$ cat src/rtl/clkcfg_pkg.sv
package clkcfg_pkg;

  typedef enum logic [2:0] {
    ST_IDLE,
    ST_ADDR,
    ST_CMD,
    ST_CNT,
    ST_DATA
  } bus_state_t;

  typedef enum logic [1:0] {
    MODE_NORMAL   = 2'b00,
    MODE_TRISTATE = 2'b01,
    MODE_SPREAD   = 2'b10,
    MODE_TEST     = 2'b11
  } clk_mode_t;

  localparam int BYTE_W = 8;

  function automatic logic [BYTE_W-1:0] reg_default(input int idx);
    case (idx)
      0:       return 8'h80;
      1:       return 8'h0B;
      default: return 8'h00;
    endcase
  endfunction

endpackage

$ cat src/rtl/clkcfg_sync_edge.sv
module clkcfg_sync_edge #(
  parameter int STAGES = 2
) (
  input  logic clk,
  input  logic rst_n,
  input  logic d,
  output logic lvl,
  output logic rise,
  output logic fall
);
  logic [STAGES-1:0] chain;
  logic              last;

  always_ff @(posedge clk or negedge rst_n) begin
    if (!rst_n) begin
      chain <= '1;
      last  <= 1'b1;
    end else begin
      chain <= {chain[STAGES-2:0], d};
      last  <= chain[STAGES-1];
    end
  end

  assign lvl  = chain[STAGES-1];
  assign rise = lvl & ~last;
  assign fall = ~lvl & last;
endmodule

$ cat src/rtl/clkcfg_bus_fsm.sv
module clkcfg_bus_fsm
  import clkcfg_pkg::*;
#(
  parameter logic [6:0] DEV_ADDR = 7'h69,
  parameter int         NUM_REGS = 2,
  localparam int        IDX_W    = (NUM_REGS > 1) ? $clog2(NUM_REGS) : 1,
  localparam int        PTR_W    = $clog2(NUM_REGS + 1)
) (
  input  logic              clk,
  input  logic              rst_n,
  input  logic              scl_lvl,
  input  logic              scl_rise,
  input  logic              scl_fall,
  input  logic              sda_lvl,
  input  logic              sda_rise,
  input  logic              sda_fall,
  output logic              wr_en,
  output logic [IDX_W-1:0]  wr_idx,
  output logic [BYTE_W-1:0] wr_data,
  output logic              sda_drive_low
);
  bus_state_t        state;
  logic [3:0]        bitcnt;
  logic [BYTE_W-1:0] shreg;
  logic [PTR_W-1:0]  ptr;
  logic              start_c, stop_c, addr_hit;

  assign start_c  = sda_fall & scl_lvl;
  assign stop_c   = sda_rise & scl_lvl;
  assign addr_hit = (shreg[7:1] == DEV_ADDR) && !shreg[0];

  always_ff @(posedge clk or negedge rst_n) begin
    if (!rst_n) begin
      state         <= ST_IDLE;
      bitcnt        <= '0;
      shreg         <= '0;
      ptr           <= '0;
      sda_drive_low <= 1'b0;
      wr_en         <= 1'b0;
      wr_idx        <= '0;
      wr_data       <= '0;
    end else begin
      wr_en <= 1'b0;
      if (start_c) begin
        state         <= ST_ADDR;
        bitcnt        <= '0;
        ptr           <= '0;
        sda_drive_low <= 1'b0;
      end else if (stop_c) begin
        state         <= ST_IDLE;
        bitcnt        <= '0;
        ptr           <= '0;
        sda_drive_low <= 1'b0;
      end else if (state != ST_IDLE) begin
        if (scl_rise) begin
          if (bitcnt < 4'd8) begin
            shreg  <= {shreg[BYTE_W-2:0], sda_lvl};
            bitcnt <= bitcnt + 4'd1;
          end else if (bitcnt == 4'd8) begin
            bitcnt <= 4'd9;
          end
        end else if (scl_fall) begin
          if (bitcnt == 4'd8) begin
            case (state)
              ST_ADDR: begin
                if (addr_hit) sda_drive_low <= 1'b1;
                else begin
                  state  <= ST_IDLE;
                  bitcnt <= '0;
                end
              end
              ST_DATA: begin
                sda_drive_low <= 1'b1;
                if (ptr < PTR_W'(NUM_REGS)) begin
                  wr_en   <= 1'b1;
                  wr_idx  <= ptr[IDX_W-1:0];
                  wr_data <= shreg;
                  ptr     <= ptr + 1'b1;
                end
              end
              default: sda_drive_low <= 1'b1;
            endcase
          end else if (bitcnt == 4'd9) begin
            sda_drive_low <= 1'b0;
            bitcnt        <= '0;
            case (state)
              ST_ADDR: state <= ST_CMD;
              ST_CMD:  state <= ST_CNT;
              default: state <= ST_DATA;
            endcase
          end
        end
      end
    end
  end

  // a wrong address or a read request is not acknowledged
  a_r1_nack_idle: assert property (@(posedge clk) disable iff (!rst_n)
    (state == ST_ADDR && scl_fall && bitcnt == 4'd8 && !addr_hit && !start_c && !stop_c)
      |=> (state == ST_IDLE && !sda_drive_low));

  // the pull-down appears only inside the acknowledge window
  a_r11_ack_window: assert property (@(posedge clk) disable iff (!rst_n)
    sda_drive_low |-> (bitcnt >= 4'd8));

  // STOP ends the transfer and returns the pointer
  a_r5_stop_idle: assert property (@(posedge clk) disable iff (!rst_n)
    stop_c |=> (state == ST_IDLE && ptr == '0 && !sda_drive_low));

  // the pointer never runs past the register count
  a_r6_ptr_bound: assert property (@(posedge clk) disable iff (!rst_n)
    ptr <= PTR_W'(NUM_REGS));
endmodule

$ cat src/rtl/clkcfg_reg_bank.sv
module clkcfg_reg_bank
  import clkcfg_pkg::*;
#(
  parameter int  NUM_REGS = 2,
  localparam int IDX_W    = (NUM_REGS > 1) ? $clog2(NUM_REGS) : 1
) (
  input  logic                              clk,
  input  logic                              rst_n,
  input  logic                              wr_en,
  input  logic [IDX_W-1:0]                  wr_idx,
  input  logic [BYTE_W-1:0]                 wr_data,
  output logic [NUM_REGS-1:0][BYTE_W-1:0]   regs
);
  for (genvar g = 0; g < NUM_REGS; g++) begin : g_byte
    always_ff @(posedge clk or negedge rst_n) begin
      if (!rst_n)                                  regs[g] <= reg_default(g);
      else if (wr_en && wr_idx == IDX_W'(g))       regs[g] <= wr_data;
    end
  end

  // registers hold their value unless a data byte is written
  a_r4_hold: assert property (@(posedge clk) disable iff (!rst_n)
    !wr_en |=> $stable(regs));
endmodule

$ cat src/rtl/clkcfg_decode.sv
module clkcfg_decode
  import clkcfg_pkg::*;
(
  input  logic              clk,
  input  logic              rst_n,
  input  logic [BYTE_W-1:0] ctl0,
  input  logic [BYTE_W-1:0] ctl1,
  input  logic [4:0]        hw_fsel,
  output logic [1:0]        mode,
  output logic              tristate_en,
  output logic              spread_en,
  output logic              test_en,
  output logic [4:0]        fsel,
  output logic              fsel_sw,
  output logic              cpu_en,
  output logic              cpu_comp_hiz,
  output logic              sdram_en,
  output logic [2:0]        spread_bw
);
  clk_mode_t m;

  assign m           = clk_mode_t'({ctl0[7], ctl0[0]});
  assign mode        = m;
  assign tristate_en = (m == MODE_TRISTATE);
  assign spread_en   = (m == MODE_SPREAD) || (m == MODE_TEST);
  assign test_en     = (m == MODE_TEST);
  assign fsel_sw     = ctl0[3];
  assign fsel        = fsel_sw ? {ctl0[2], ctl0[1], ctl0[6], ctl0[5], ctl0[4]} : hw_fsel;
  assign cpu_en      = ctl1[1];
  assign cpu_comp_hiz = ~ctl1[1];
  assign sdram_en    = ctl1[3];
  assign spread_bw   = ctl1[7:5];

  // test mode always carries spread spectrum
  a_r7_test_spread: assert property (@(posedge clk) disable iff (!rst_n)
    test_en |-> spread_en);

  // tri-state and spread spectrum never coexist
  a_r7_exclusive: assert property (@(posedge clk) disable iff (!rst_n)
    !(tristate_en && spread_en));
endmodule

$ cat src/rtl/clkcfg_serial_slave.sv
module clkcfg_serial_slave
  import clkcfg_pkg::*;
#(
  parameter logic [6:0] DEV_ADDR    = 7'h69,
  parameter int         NUM_REGS    = 2,
  parameter int         SYNC_STAGES = 2,
  localparam int        IDX_W       = (NUM_REGS > 1) ? $clog2(NUM_REGS) : 1
) (
  input  logic       clk,
  input  logic       rst_n,
  input  logic       scl_in,
  input  logic       sda_in,
  output logic       sda_drive_low,
  input  logic [4:0] hw_fsel,
  output logic [1:0] mode,
  output logic       tristate_en,
  output logic       spread_en,
  output logic       test_en,
  output logic [4:0] fsel,
  output logic       fsel_sw,
  output logic       cpu_en,
  output logic       cpu_comp_hiz,
  output logic       sdram_en,
  output logic [2:0] spread_bw
);
  logic scl_lvl, scl_rise, scl_fall;
  logic sda_lvl, sda_rise, sda_fall;
  logic                            wr_en;
  logic [IDX_W-1:0]                wr_idx;
  logic [BYTE_W-1:0]               wr_data;
  logic [NUM_REGS-1:0][BYTE_W-1:0] regs;

  clkcfg_sync_edge #(.STAGES(SYNC_STAGES)) u_scl (
    .clk(clk), .rst_n(rst_n), .d(scl_in), .lvl(scl_lvl), .rise(scl_rise), .fall(scl_fall));

  clkcfg_sync_edge #(.STAGES(SYNC_STAGES)) u_sda (
    .clk(clk), .rst_n(rst_n), .d(sda_in), .lvl(sda_lvl), .rise(sda_rise), .fall(sda_fall));

  clkcfg_bus_fsm #(.DEV_ADDR(DEV_ADDR), .NUM_REGS(NUM_REGS)) u_fsm (
    .clk(clk), .rst_n(rst_n),
    .scl_lvl(scl_lvl), .scl_rise(scl_rise), .scl_fall(scl_fall),
    .sda_lvl(sda_lvl), .sda_rise(sda_rise), .sda_fall(sda_fall),
    .wr_en(wr_en), .wr_idx(wr_idx), .wr_data(wr_data),
    .sda_drive_low(sda_drive_low));

  clkcfg_reg_bank #(.NUM_REGS(NUM_REGS)) u_regs (
    .clk(clk), .rst_n(rst_n),
    .wr_en(wr_en), .wr_idx(wr_idx), .wr_data(wr_data), .regs(regs));

  clkcfg_decode u_dec (
    .clk(clk), .rst_n(rst_n),
    .ctl0(regs[0]), .ctl1(regs[1]), .hw_fsel(hw_fsel),
    .mode(mode), .tristate_en(tristate_en), .spread_en(spread_en), .test_en(test_en),
    .fsel(fsel), .fsel_sw(fsel_sw), .cpu_en(cpu_en), .cpu_comp_hiz(cpu_comp_hiz),
    .sdram_en(sdram_en), .spread_bw(spread_bw));
endmodule

$ cat config.mk
export PLATFORM = sky130hd
export DESIGN_NAME = clkcfg_serial_slave
export DESIGN_NICKNAME = d
export VERILOG_FILES = /design/src/rtl/clkcfg_pkg.sv /design/src/rtl/clkcfg_sync_edge.sv /design/src/rtl/clkcfg_bus_fsm.sv /design/src/rtl/clkcfg_reg_bank.sv /design/src/rtl/clkcfg_decode.sv /design/src/rtl/clkcfg_serial_slave.sv
export SDC_FILE = /design/constraint.sdc
export NUM_CORES = 1
export LEC_CHECK = 0
export CAP_MARGIN = 30
export CORE_UTILIZATION = 30
export DETAILED_ROUTE_END_ITERATION = 8
export PLACE_DENSITY = 0.51
export REMOVE_ABC_BUFFERS = 1
export SLEW_MARGIN = 20
export SYNTH_ARGS = -nofsm -noshare
export SYNTH_HDL_FRONTEND = slang
export SYNTH_SLANG_ARGS = --single-unit
$ cat constraint.sdc
create_clock -name clk -period 2.3 [get_ports clk]
set_input_delay 0.23 -clock clk [delete_from_list [all_inputs] [get_ports clk]]
set_output_delay 0.23 -clock clk [all_outputs]
set_load 0.02 [all_outputs]
==> flow_metrics.py, run 1 <==
metrics = {
    "status": {
        "status": "completed",
    },
    "clock_network": {
        "htreeDepth": 2,
        "clkSinkCount": 47,
        "cts_inserted_buffers": 5,
        "clk_latency_ns": 0.31,
        "clockBufferDepth": 2,
        "clockRootBuffer": "clkbuf_8",
        "cts_tree": "done",
        "clk_pin_slew_ns": 0.09,
    },
    "critical_path": {
        "r2r_cells": 7,
        "crit_family": "simple AND/OR/NAND/NOR gates",
        "cpPeakStageDelay_ns": 0.54,
        "slowest_stage": "dfstp_2",
        "crit_path_start": "u_scl.last",
        "path_buf_inv": 2,
        "crit_chain": "inv_1 > ha_2 > or2b_1 > or3_4 > nor2_4 > buf_12 > mux2_2",
        "crit_type": "register to register",
        "cp_data_required_time_ns": 2.49,
        "endpoint_kind": "register",
        "critPathMaxFanout": 11,
        "start_kind": "register",
        "timing.rr.end": "u_fsm.wr_data[0]",
        "r2r-start": "u_scl.last",
        "r2r_slack_ns": 0.15,
        "arrival_ns": 2.34,
    },
    "synth": {
        "synth_top_area_share_pct": 43.13,
        "synth-edff-count": 0,
        "synth_cell_types": 45,
        "ys_ff_latch": 47,
        "synth.largest_area_cell": "dfrtp_1",
        "ys_seq_area_share_pct": 53.86,
        "synthArstFlopShare_pct": 100.0,
        "synthFlopType": "dfrtp_1",
        "netlist_top_cells_count": "38 x dfrtp_1, 28 x mux2_2, 9 x dfstp_2, 8 x mux2_4",
        "netlist_area_sq_um": 2205,
        "synthCells": 167,
        "syn-mean-instance-area_sq_um": 13.20,
        "ys_warn_count": 0,
        "synthTopCellsByArea": "dfrtp_1 43%, mux2_2 14%, dfstp_2 11%",
        "synth_most_common_cell": "dfrtp_1",
    },
    "timing": {
        "period_share_pct": 93.35,
        "tightestPinTransition_ns": 0.6046,
        "clock_skew_ns": 0.01577,
        "setup_viol_count_final": 0,
        "max_slew_margin_pct": 59.70,
        "timing.setup.tns_ns": 0,
        "period_needed_ns": 2.147,
        "rsz0062_at_grt": "no",
        "finalHoldViolations": 0,
        "drv_slew": 0,
        "timing.hold.ws_ns": 0.3242,
        "max_freq_ghz": 0.4658,
    },
    "place": {
        "place.gp.congestion": 0.8436,
        "io_buffers": 26,
        "hpwlAfterDp_mm": 3.010,
    },
    "final_layout": {
        "drive_above_1_share_pct": 33.33,
        "antenna-diode-count": 0,
        "final_nets": 211,
        "area_growth_pct": 22.53,
    },
    "floorplanning": {
        "core-area_sq_um": 6944,
        "die_w_um": 87.73,
        "start_util_pct": 31.75,
        "die_y_um": 87.73,
        "dieArea_sq_um": 7696,
        "rows": 30,
        "io_pins": 27,
    },
    "min_path": {
        "min_to": "u_scl.chain[0]",
        "min_path_cells": 1,
        "hold_path.startpoint": "scl_in",
        "hp-class": "primary input to register",
    },
    "global_routing": {
        "grt_pass1_wl_mm": 6.872,
        "grt_pass1_vias": 1353,
        "grt_usage_pct": 11.74,
        "antenna_found_initial": 0,
        "overflow": 0,
        "grt_max_degree": 28,
    },
    "detailed_routing": {
        "drt-initial-drc-count": 80,
        "dr.pass1.iters": 4,
        "vias_per_cell": 4.704,
        "drcViolationCount": 0,
        "vias": 1383,
        "drtAntennaViolNets": 0,
        "drt_wl_total_mm": 4.043,
        "routedWlPerCell_um": 13.75,
    },
    "pwr": {
        "clock_power_share_pct": 35.7,
        "p_int_w": 0.001290,
        "leakage_nw": 1.174,
        "seq_power_share_pct": 52.8,
        "power_density_nw_per_um2": 640.7,
        "p_sw_w": 0.0004409,
        "swShare_pct": 25.47,
        "peakVddDrop_v": 0.0003058,
        "pwr-share-comb_pct": 11.5,
    },
    "run": {
        "maxCapViolCount": 0,
    },
}
==> cell type report <==
cell class / count / area [sq um]
fillers: 675 / 4243
flip-flops and latches: 47 / 1187
multi-input cells: 102 / 922.1
repair buffers: 34 / 330.3
well taps: 96 / 120.1
clock buffers: 5 / 68.82
clock inverters: 3 / 46.29
inverters: 7 / 26.28
==> state kept, by name, summed over array words and instances (netlist names), 2 cells and up <==
name / flops
u_fsm.state: 3
u_fsm.ptr: 2
u_fsm.wr_data: 8
u_regs.regs: 13
u_sda.chain: 2
u_fsm.shreg: 8
u_fsm.bitcnt: 4
u_scl.chain: 2
==> stage by stage <==
stage	total power [W]	setup slack, ns	utilization [%]	instance area [sq um]	std cells
2_1_floorplan	0.001033	0.1283	-	2127	156
3_5_place_dp	0.001124	0.1189	36.97	2567	285
5_1_grt	0.001821	0.04679	38.90	2701	294
4_1_cts	0.001745	0.1042	38.77	2693	294
6_report	0.001731	0.1530	38.90	2701	294
3_3_place_gp	0.001117	0.1531	36.97	2567	285
==> cells in the final DEF (no fill, tap or decap), types with 2 or more instances in the layout <==
master and n:
mux2_2 28, or4bb_1 2, nor2b_1 3, buf_4 6
inv_1 7, nor4bb_1 2, a21oi_1 3, ha_1 4
clkdlybuf4s50_1 25, dfstp_2 9, and2_1 3, dfrtp_1 38
clkbuf_8 5, nor2_1 7, mux2_4 8, o32ai_1 2
xor2_1 2, nand2b_1 2, nand2_1 5, o21ai_0 5
==> how the worst max path moves through the flow <==
| stage | endpoint | slack (ns) | depth (start not counted) |
|---|---|---|---|
| after floorplan | u_fsm.wr_data[0] | 0.13 | 6 |
| after global placement | u_fsm.wr_data[0] | 0.15 | 7 |
| after detailed placement | u_fsm.wr_data[0] | 0.12 | 7 |
| after CTS | u_fsm.wr_data[0] | 0.10 | 7 |
| after global routing | u_fsm.wr_data[0] | 0.05 | 7 |
| final | u_fsm.wr_data[0] | 0.15 | 7 |
==> logic make-up after synthesis <==
kind of cell	Yosys count	share of synthesized area, %
DFF	47	53.86
muxes	37	20.20
and+or+nand+nor	36	10.50
AOI/OAI and AO/OA	21	6.698
buffers and inverters	18	4.711
adders and majority gates	5	2.838
xor gates and xnor gates	3	1.192
==> routing by layer <==
metal / global-route usage (%) / part of all wire [%]
met1: 15.79 / 48
met2: 17.90 / 47
met3: 3.676 / 3.3
met4: 4.024 / 0.99
met5: 0 / 0
==> power groups by stage <==
| stage | logic, W | registers [W] | clock network, W |
|---|---|---|---|
| global placement | 0.000191 | 0.000926 | 0 |
| finish | 0.000198 | 0.000914 | 0.000618 |
| detailed placement | 0.000196 | 0.000929 | 0 |
| global route | 0.000220 | 0.000921 | 0.000680 |
| CTS | 0.000197 | 0.000914 | 0.000634 |
| floorplan | 0.000116 | 0.000917 | 0 |
==> worst reg2reg max path: stages, from the launching register on <==
cell	delay, ns
dfstp_2	0.54
inv_1	0.04
ha_2	0.19
or2b_1	0.28
or3_4	0.40
nor2_4	0.11
buf_12	0.15
mux2_2	0.33
==> repair_timing <==
action	4_1_cts	5_1_grt
hold endpoints to repair	22	0
endpoints found under the setup margin	0	3
hold buffers	1	0
setup buffers	0	0
resized for setup	0	2
Note: power is estimated with default switching activity, not from simulation.
==> inputs of run 2 (changes only) <==
--- a/config.mk
+++ b/config.mk
@@ -7,6 +7,7 @@
 export LEC_CHECK = 0
 export CAP_MARGIN = 30
 export CORE_UTILIZATION = 30
+export CTS_CLUSTER_SIZE = 12
 export DETAILED_ROUTE_END_ITERATION = 8
 export PLACE_DENSITY = 0.51
 export REMOVE_ABC_BUFFERS = 1
==> results of run 2 <==
Final layout, timing and power as in run 1 (identical DEF).
==> inputs of run 3 (changes only) <==
--- a/config.mk
+++ b/config.mk
@@ -7,10 +7,12 @@
 export LEC_CHECK = 0
 export CAP_MARGIN = 30
 export CORE_UTILIZATION = 30
+export CTS_CLUSTER_DIAMETER = 120
 export CTS_CLUSTER_SIZE = 12
 export DETAILED_ROUTE_END_ITERATION = 8
 export PLACE_DENSITY = 0.51
 export REMOVE_ABC_BUFFERS = 1
+export SKIP_CTS_REPAIR_TIMING = 1
 export SLEW_MARGIN = 20
 export SYNTH_ARGS = -nofsm -noshare
 export SYNTH_HDL_FRONTEND = slang
==> run 3 against run 2 <==
  * Flip-flop and latch count unchanged
  * Register-to-register slack is essentially flat
  * Total power unchanged
  * Combinational power is essentially flat
  * Die area stayed put
  * Final cell count unchanged
  * Largest power group unchanged
==> flow_metrics.py, run 3 (synthesis gave the netlist of run 1 again) <==
metrics = {
    "pwr": {
        "clock_power_share_pct": 35.7,
        "p_sw_w": 0.0004409,
        "seq_power_share_pct": 52.8,
        "p_int_w": 0.001290,
        "power_density_nw_per_um2": 640.7,
        "leakage_nw": 1.174,
        "peakVddDrop_v": 0.0003058,
        "swShare_pct": 25.47,
        "pwr-share-comb_pct": 11.5,
    },
    "floorplanning": {
        "start_util_pct": 31.75,
        "die_w_um": 87.73,
        "dieArea_sq_um": 7696,
        "io_pins": 27,
        "core-area_sq_um": 6944,
        "rows": 30,
        "die_y_um": 87.73,
    },
    "clock_network": {
        "clockBufferDepth": 2,
        "cts_inserted_buffers": 5,
        "clk_pin_slew_ns": 0.09,
        "cts_tree": "done",
        "clkSinkCount": 47,
        "clk_latency_ns": 0.31,
        "clockRootBuffer": "clkbuf_8",
        "htreeDepth": 2,
    },
    "detailed_routing": {
        "routedWlPerCell_um": 13.75,
        "vias_per_cell": 4.711,
        "dr.pass1.iters": 4,
        "drt_wl_total_mm": 4.043,
        "drtAntennaViolNets": 0,
        "drcViolationCount": 0,
        "vias": 1385,
        "drt-initial-drc-count": 80,
    },
    "timing": {
        "timing.setup.tns_ns": 0,
        "max_slew_margin_pct": 59.70,
        "finalWorstSetupSlack_ns": 0.1530,
        "period_share_pct": 93.35,
        "max_freq_ghz": 0.4658,
        "rsz0062_at_grt": "no",
        "setup_viol_count_final": 0,
        "tightestPinTransition_ns": 0.6046,
        "finalHoldViolations": 0,
        "period_needed_ns": 2.147,
        "drv_slew": 0,
        "clock_skew_ns": 0.01577,
    },
    "final_layout": {
        "layout_commonest_cell": "dfrtp_1",
        "largest_reg_flops": 13,
        "antenna-diode-count": 0,
        "seq_area_sq_um": 1187,
        "layout_common_cells": "38 x dfrtp_1, 28 x mux2_2, 25 x clkdlybuf4s50_1",
        "multi_input_area_sq_um": 922.1,
        "fill_cells": 675,
        "drive_above_1_share_pct": 33.33,
        "regMostFlops": "u_regs.regs",
        "final_cell_count_no_fill": 294,
        "area_growth_pct": 22.53,
        "largest_registers": "u_regs.regs: 13 flops, u_fsm.shreg: 8 flops, u_fsm.wr_data: 8 flops",
        "fin_area_sq_um": 2701,
        "final_nets": 211,
        "final_core_util_pct": 38.90,
    },
    "place": {
        "hpwlAfterDp_mm": 3.010,
        "io_buffers": 26,
        "dp_slack_ns": 0.1189,
        "place_area_sq_um": 2567,
        "dp.cells": 285,
        "place.gp.congestion": 0.8436,
    },
    "global_routing": {
        "overflow": 0,
        "grt_pass1_vias": 1350,
        "grt_pass1_wl_mm": 6.851,
        "grt_usage_pct": 11.72,
        "grt_max_degree": 28,
        "antenna_found_initial": 0,
    },
    "critical_path": {
        "crit_type": "register to register",
        "start_kind": "register",
        "critPathMaxFanout": 11,
        "arrival_ns": 2.34,
        "crit_chain": "inv_1 > ha_2 > or2b_1 > or3_4 > nor2_4 > buf_12 > mux2_2",
        "cp_data_required_time_ns": 2.49,
        "cpPeakStageDelay_ns": 0.54,
        "slowest_stage": "dfstp_2",
        "endpoint_kind": "register",
    },
    "run": {
        "maxCapViolCount": 0,
    },
    "min_path": {
        "hp-class": "primary input to register",
    },
    "status": {
        "status": "completed",
    },
}
==> run 3: cell counts in the layout (fill, tap and decap cells not counted) <==
Identical to the previous run, type by type.
==> run 3: area by class of cell <==
| class | count | share of cell area [%] |
|---|---|---|
| timing repair buffer | 34 | 12.23 |
| clock buffer | 5 | 2.547 |
| sequential | 47 | 43.96 |
| inverter | 7 | 0.9727 |
| clock inverter | 3 | 1.714 |
| multi-input combinational | 102 | 34.14 |
| tap | 96 | 4.446 |
==> run 3: power groups by stage <==
| stage | combinational, W | sequential, W | clock, W |
|---|---|---|---|
| finish | 0.000198 | 0.000914 | 0.000618 |
| global route | 0.000220 | 0.000921 | 0.000680 |
| CTS | 0.000196 | 0.000914 | 0.000634 |
| detailed placement | 0.000196 | 0.000929 | 0 |
| global placement | 0.000191 | 0.000926 | 0 |
| floorplan | 0.000116 | 0.000917 | 0 |
==> run 3: path summary, 6_finish.rpt <==
check,start,end,slack [ns],cells after the start
min reg2reg,u_scl.chain[0],u_scl.chain[1],0.36,0
max reg2reg,u_scl.last,u_fsm.wr_data[0],0.15,7
max,u_scl.last,u_fsm.wr_data[0],0.15,7
min,scl_in,u_scl.chain[0],0.32,1
max in group asynchronous,rst_n,u_scl.last,1.19,3
min in group asynchronous,rst_n,u_regs.regs[1],0.46,2
==> run 3: critical path: cells and delay by family, from the launching register on <==
kind	cells	cell delay [ns]
adder cells (fa/ha/maj)	1	0.19
flip-flops	1	0.54
multiplexers	1	0.33
AND/OR/NAND/NOR	3	0.79
buffers and inverters	2	0.19
==> run 3: routing by layer <==
metal	vias up	share of wire (%)	track usage, %
met4	0	0.99	4.024
met5	-	0	0
li1	656	-	-
met1	703	48	15.85
met3	2	3.3	3.676
met2	24	47	17.76
==> run 3: through the flow <==
stage / hold slack, ns / total power, W
6_report: 0.3243 / 0.001731
5_1_grt: 0.3086 / 0.001821
4_1_cts: -0.07546 / 0.001743
3_5_place_dp: 0.2690 / 0.001124
3_3_place_gp: 0.2490 / 0.001117
2_1_floorplan: -0.06559 / 0.001033
